--- src/rtl/pcseq_pkg.sv ---
package pcseq_pkg;

  // What the PC/nPC pair does on the coming edge.
  typedef enum logic [2:0] {
    STEP_HOLD,
    STEP_SEQ,
    STEP_BRANCH,
    STEP_TRAP,
    STEP_VECTOR
  } step_e;

endpackage

--- src/rtl/pcseq_irq_gate.sv ---
module pcseq_irq_gate #(
  parameter int LVL_W   = 4,
  parameter int TT_W    = 8,
  parameter int TT_BASE = 16
) (
  input  logic [LVL_W-1:0] irq_level,
  input  logic [LVL_W-1:0] cur_pil,
  input  logic             trap_en,
  output logic             irq_pending,
  output logic [TT_W-1:0]  irq_type
);

  // A zero level can never exceed the interrupt level, so it means no request.
  always_comb begin
    irq_pending = trap_en && (irq_level > cur_pil);
    irq_type    = TT_W'(TT_BASE) + TT_W'(irq_level);
  end

endmodule

--- src/rtl/pcseq_step_ctl.sv ---
module pcseq_step_ctl
  import pcseq_pkg::*;
(
  input  logic  retire_valid,
  input  logic  waiting,
  input  logic  squash_q,
  input  logic  irq_pending,
  input  logic  cti_taken,
  input  logic  cti_annul,
  input  logic  vec_valid,
  output logic  retire_ready,
  output step_e step,
  output logic  annul_d
);

  always_comb begin
    retire_ready = !waiting;
    step         = STEP_HOLD;
    annul_d      = squash_q;
    if (waiting) begin
      if (vec_valid) begin
        step    = STEP_VECTOR;
        annul_d = 1'b0;
      end
    end else if (retire_valid) begin
      if (irq_pending) begin
        // Trap entry drops the offered instruction and any pending squash.
        step    = STEP_TRAP;
        annul_d = 1'b0;
      end else if (squash_q) begin
        // Annulled slot: advance, but use none of its transfer fields.
        step    = STEP_SEQ;
        annul_d = 1'b0;
      end else if (cti_taken) begin
        step    = STEP_BRANCH;
        annul_d = 1'b0;
      end else begin
        step    = STEP_SEQ;
        annul_d = cti_annul;
      end
    end
  end

endmodule

--- src/rtl/pcseq_pc_regs.sv ---
module pcseq_pc_regs
  import pcseq_pkg::*;
#(
  parameter int          AW         = 32,
  parameter int          INSN_BYTES = 4,
  parameter logic [31:0] RESET_PC   = 32'h0
) (
  input  logic          clk,
  input  logic          rst_n,
  input  step_e         step,
  input  logic [AW-1:0] cti_target,
  input  logic [AW-1:0] vec_addr,
  output logic [AW-1:0] pc_q,
  output logic [AW-1:0] npc_q
);

  localparam logic [AW-1:0] STRIDE = AW'(INSN_BYTES);
  localparam logic [AW-1:0] PC0    = AW'(RESET_PC);

  always_ff @(posedge clk or negedge rst_n) begin
    if (!rst_n) begin
      pc_q  <= PC0;
      npc_q <= PC0 + STRIDE;
    end else begin
      case (step)
        STEP_SEQ: begin
          pc_q  <= npc_q;
          npc_q <= npc_q + STRIDE;
        end
        STEP_BRANCH: begin
          // Delay slot comes from nPC; the target waits one retire in nPC.
          pc_q  <= npc_q;
          npc_q <= cti_target;
        end
        STEP_VECTOR: begin
          pc_q  <= vec_addr;
          npc_q <= vec_addr + STRIDE;
        end
        default: begin
          pc_q  <= pc_q;
          npc_q <= npc_q;
        end
      endcase
    end
  end

endmodule

--- src/rtl/pcseq_trap_hold.sv ---
module pcseq_trap_hold
  import pcseq_pkg::*;
#(
  parameter int AW   = 32,
  parameter int TT_W = 8
) (
  input  logic            clk,
  input  logic            rst_n,
  input  step_e           step,
  input  logic [AW-1:0]   pc_q,
  input  logic [AW-1:0]   npc_q,
  input  logic [TT_W-1:0] irq_type,
  output logic            waiting,
  output logic [TT_W-1:0] tt_q,
  output logic [AW-1:0]   tpc_q,
  output logic [AW-1:0]   tnpc_q
);

  always_ff @(posedge clk or negedge rst_n) begin
    if (!rst_n) begin
      waiting <= 1'b0;
      tt_q    <= '0;
      tpc_q   <= '0;
      tnpc_q  <= '0;
    end else if (step == STEP_TRAP) begin
      waiting <= 1'b1;
      tt_q    <= irq_type;
      tpc_q   <= pc_q;
      tnpc_q  <= npc_q;
    end else if (step == STEP_VECTOR) begin
      waiting <= 1'b0;
    end
  end

endmodule

--- src/rtl/dbr_pc_sequencer.sv ---
module dbr_pc_sequencer
  import pcseq_pkg::*;
#(
  parameter int          AW         = 32,
  parameter int          LVL_W      = 4,
  parameter int          TT_W       = 8,
  parameter int          TT_BASE    = 16,
  parameter int          INSN_BYTES = 4,
  parameter logic [31:0] RESET_PC   = 32'h0
) (
  input  logic             clk,
  input  logic             rst_n,
  input  logic             retire_valid,
  output logic             retire_ready,
  input  logic             cti_taken,
  input  logic             cti_annul,
  input  logic [AW-1:0]    cti_target,
  input  logic [LVL_W-1:0] irq_level,
  input  logic [LVL_W-1:0] cur_pil,
  input  logic             trap_en,
  input  logic             vec_valid,
  input  logic [AW-1:0]    vec_addr,
  output logic [AW-1:0]    fetch_addr,
  output logic             squash_slot,
  output logic             trap_req,
  output logic [TT_W-1:0]  trap_type,
  output logic [AW-1:0]    trap_pc,
  output logic [AW-1:0]    trap_npc
);

  step_e           step;
  logic            irq_pending;
  logic [TT_W-1:0] irq_type;
  logic            waiting;
  logic            squash_q;
  logic            annul_d;
  logic [AW-1:0]   pc_q;
  logic [AW-1:0]   npc_q;

  pcseq_irq_gate #(.LVL_W(LVL_W), .TT_W(TT_W), .TT_BASE(TT_BASE)) u_irq (
    .irq_level   (irq_level),
    .cur_pil     (cur_pil),
    .trap_en     (trap_en),
    .irq_pending (irq_pending),
    .irq_type    (irq_type)
  );

  pcseq_step_ctl u_ctl (
    .retire_valid (retire_valid),
    .waiting      (waiting),
    .squash_q     (squash_q),
    .irq_pending  (irq_pending),
    .cti_taken    (cti_taken),
    .cti_annul    (cti_annul),
    .vec_valid    (vec_valid),
    .retire_ready (retire_ready),
    .step         (step),
    .annul_d      (annul_d)
  );

  pcseq_pc_regs #(.AW(AW), .INSN_BYTES(INSN_BYTES), .RESET_PC(RESET_PC)) u_pc (
    .clk        (clk),
    .rst_n      (rst_n),
    .step       (step),
    .cti_target (cti_target),
    .vec_addr   (vec_addr),
    .pc_q       (pc_q),
    .npc_q      (npc_q)
  );

  pcseq_trap_hold #(.AW(AW), .TT_W(TT_W)) u_trap (
    .clk      (clk),
    .rst_n    (rst_n),
    .step     (step),
    .pc_q     (pc_q),
    .npc_q    (npc_q),
    .irq_type (irq_type),
    .waiting  (waiting),
    .tt_q     (trap_type),
    .tpc_q    (trap_pc),
    .tnpc_q   (trap_npc)
  );

  // Squash flag for the instruction currently at the PC.
  always_ff @(posedge clk or negedge rst_n) begin
    if (!rst_n) squash_q <= 1'b0;
    else        squash_q <= annul_d;
  end

  assign fetch_addr  = pc_q;
  assign squash_slot = squash_q;
  assign trap_req    = waiting;

endmodule

--- config.mk ---
export PLATFORM = sky130hd
export DESIGN_NAME = dbr_pc_sequencer
export DESIGN_NICKNAME = d
export VERILOG_FILES = /design/src/rtl/pcseq_pkg.sv /design/src/rtl/pcseq_irq_gate.sv /design/src/rtl/pcseq_step_ctl.sv /design/src/rtl/pcseq_pc_regs.sv /design/src/rtl/pcseq_trap_hold.sv /design/src/rtl/dbr_pc_sequencer.sv
export SDC_FILE = /design/constraint.sdc
export NUM_CORES = 1
export LEC_CHECK = 0
export CAP_MARGIN = 20
export CORE_ASPECT_RATIO = 2
export CORE_MARGIN = 5
export CORE_UTILIZATION = 40
export CTS_CLUSTER_DIAMETER = 40
export DETAILED_ROUTE_END_ITERATION = 8
export MAX_ROUTING_LAYER = met4
export PLACE_DENSITY = 0.81
export SLEW_MARGIN = 20
export SYNTH_ARGS = -nofsm -noshare
export SYNTH_HDL_FRONTEND = slang
export SYNTH_SLANG_ARGS = --single-unit
--- constraint.sdc ---
create_clock -name clk -period 6 [get_ports clk]
set_clock_uncertainty 0.2 [all_clocks]
set_input_delay 1.8 -clock clk [delete_from_list [all_inputs] [get_ports clk]]
set_output_delay 1.8 -clock clk [all_outputs]
set_load 0.02 [all_outputs]
==> reports/results.txt <==
Mean routed wirelength per cell = 20.54 µm
Family with the most delay on the worst path = simple AND/OR/NAND/NOR gates
Final Core Density = 56.63%
Nets@finish = 877
Root buffer cell = clkbuf_16
Synth unique cells = 55
Top cells by area, synth = dfrtp_1, mux2_2, mux2i_1
WP data arrival = 4940 ps
Leakage power = 3.782 nW
CTS Buffer Depth = 2
Final hold viol count = 0
IO Count = 186
Initial antenna violation count = 4
Tightest Hold Check Type = register to register
Mapped Cells = 617
Die area = 19440 µm²
Synth async-reset ratio = 100.0%
Num CTS Buffers = 17
Worst path cell trace = clkdlybuf4s50_1 -> buf_4 -> and2_2 -> nand2_1 -> nand2_1 -> ha_1 -> nand3_1 -> nor2_1 -> o2111ai_2 -> nor4_1 -> xor2_1 -> a21oi_1
Leading area contributor after synthesis = dfrtp_1
Slew Limit Fails = 0
Grt ovf = 0
Maximum clock rate = 204.8 MHz
1st-iter DRT viols = 314
Crit-path max FO = 21
Clock slew at reported path FFs = 60 ps
Max incr delay on CP = 530 ps
Starting Density = 40.84%
Setup_tns = 0 ps
Share of the synthesized area in the top cell type = 50.47%
CTS sink cnt = 135
Period utilization = 81.38%
Vias in the first global route = 5904
Die X = 101.1 µm
Row count = 66
CP Depth = 12
First-pass iteration count of the detailed router = 6
CP max stage cell = and2_2
Fin crit period = 4883 ps
Yosys warns = 0
Most used cell, CP = nand2_1
Post_cts resized = 0
Worst setup path start = vec_valid
Mapped cell area = 6644 µm²
DP HPWL = 15240 µm
Mapped Avg Cell Area = 10.77 µm²
WS Path Type = primary input to register
P&R area growth vs syn = 38.66%
Peak VDD IR = 0.2534 mV
First-pass GRT wire length = 31780 µm
Core Region = 16270 µm²
Final ANT Viol Nets = 0
R2r worst-path depth = 10
Setup Viol. Count Final = 0
Worst skew pair latency = 430 ps
Setup repair bufs after CTS = 0
Slew margin rel. = 33.66%
Status = finished clean
Fillers = 1372
Max-Cap Viols = 0
Reg2Reg Setup Slack = 2180 ps
Cell area power density = 527.5 nW/µm²
Reg2Reg Capture Point = u_pc.npc_q[28]
Worst Setup End Kind = register
WP buf/inv = 2
GP Congestion = 0.9054
CP required = 6060 ps
CP Launch Type = primary input
Top FF cell, synth = dfrtp_1
EDFF count, synth = 0
Share of layout cells above drive strength 1 = 15.78%
Die height = 192.3 µm
TritonCTS clock tree = done
Hold-fix buffers, CTS = 0
H-tree Lvls = 4
Via/cell ratio = 5.651
Quantity of I/O buffers inserted on ports = 182
WL final = 20810 µm
Gr usage total = 21.91%
Largest net degree at the start of global routing = 75
Yosys reg bits = 135
Worst Tran Pin Value = 991.5 ps
Residual DRC count = 0
Seq/Total Area, Yosys = 50.87%
Worst hold path depth = 1
Reg2reg start = u_trap.waiting
Total number of vias = 5724
Critical path destination = u_pc.npc_q[28]
RSZ-0062 raised after global routing = false
[per-stage QoR]
step	hold slack (ps)	area (µm²)	std cells	setup slack, ps	total power, mW
after global placement	258.1	8640	978	769.7	3.806
after global routing	300.0	9213	1013	900.0	5.105
after CTS	287.6	9203	1009	1191	4.888
final	283.3	9213	1013	1117	4.860
after floorplan	283.3	6651	619	1506	2.805
after detailed placement	274.0	8640	978	773.0	3.864
[registers in the layout, summed over array words and instances (netlist names)]
name            cells
u_pc.pc_q          32
u_trap.tt_q         5
u_trap.tpc_q       32
u_trap.tnpc_q      32
u_pc.npc_q         32
u_trap.waiting      1
squash_slot         1
[how the worst min path moves through the flow]
stage / from / to / slack, ps
2_1_floorplan: u_pc.npc_q[1] / u_pc.npc_q[1] / 280
3_3_place_gp: u_trap.tt_q[4] / u_trap.tt_q[4] / 260
3_5_place_dp: u_trap.tnpc_q[2] / u_trap.tnpc_q[2] / 270
4_1_cts: u_trap.tnpc_q[2] / u_trap.tnpc_q[2] / 290
5_1_grt: u_trap.tpc_q[14] / u_trap.tpc_q[14] / 300
6_report: u_trap.tpc_q[14] / u_trap.tpc_q[14] / 280
[report_power, final]
group	switching, mW	internal (mW)	total (mW)
Sequential	0.381	1.35	1.73
Clock	0.405	0.605	1.01
Combinational	1.08	1.04	2.12
Total	1.87	2.99	4.86
[final cells by class]
cell class,count,area (µm²),share of cell area (%)
timing repair buffer,194,1913,20.77
clock inverter,13,133.9,1.453
antenna,4,10.01,0.1087
clock buffer,18,429.2,4.658
tap,204,255.2,2.771
multi-input combinational,439,3069,33.32
sequential,135,3379,36.68
inverter,6,22.52,0.2445
[cells in the final DEF, fill, tap and decap left out, drive strengths merged, types with 3 or more instances in the layout]
| master | n |
|---|---|
| a22oi | 11 |
| clkinv | 5 |
| nor2 | 55 |
| xor2 | 18 |
| ha | 5 |
| diode | 4 |
| mux2i | 30 |
| o21ai | 36 |
| clkinvlp | 6 |
| clkbuf | 18 |
| o211ai | 4 |
| a31oi | 8 |
| o22ai | 11 |
| clkdlybuf4s50 | 181 |
| nand2 | 55 |
| xnor2 | 3 |
| and3 | 5 |
| conb | 3 |
| nor4 | 5 |
| a211oi | 6 |
| inv | 6 |
| mux2 | 72 |
| nand3 | 13 |
| a21oi | 48 |
| buf | 13 |
| nor3 | 7 |
| nand4 | 24 |
| dfrtp | 134 |
[per-layer routing]
layer / wire length, µm / part of all wire, % / track usage (%) / vias up
met3: 1160 / 5.6 / 3.763 / 60
met2: 11490 / 55 / 37.76 / 256
met1: 7266 / 35 / 23.07 / 2828
li1: - / - / - / 2580
met5: 0 / 0 / - / -
met4: 889 / 4.3 / 12.90 / 0
[kinds of logic after synthesis]
group,after synthesis,synth area share [%]
mux,102,16.91
fa+ha+maj,5,0.9416
xor+xnor,21,2.768
compound gates,134,12.15
other cells,1,0.05644
simple gates,174,12.88
flops,135,50.87
buf+inv,45,3.428
[cells in the mapped netlist (6+ instances only)]
| master | number |
|---|---|
| buf_2 | 20 |
| nand4_1 | 24 |
| clkbuf_1 | 10 |
| a22oi_1 | 11 |
| nand2_1 | 53 |
| o22ai_1 | 11 |
| inv_1 | 6 |
| o21ai_0 | 21 |
| o21ai_1 | 11 |
| mux2i_1 | 29 |
| xor2_1 | 18 |
| a21oi_1 | 47 |
| nor2_1 | 54 |
| nor3_1 | 6 |
| nand3_1 | 11 |
| a31oi_1 | 8 |
| mux2_2 | 60 |
| dfrtp_1 | 134 |
| mux2_1 | 12 |
Power figures use the tool's default switching activity.
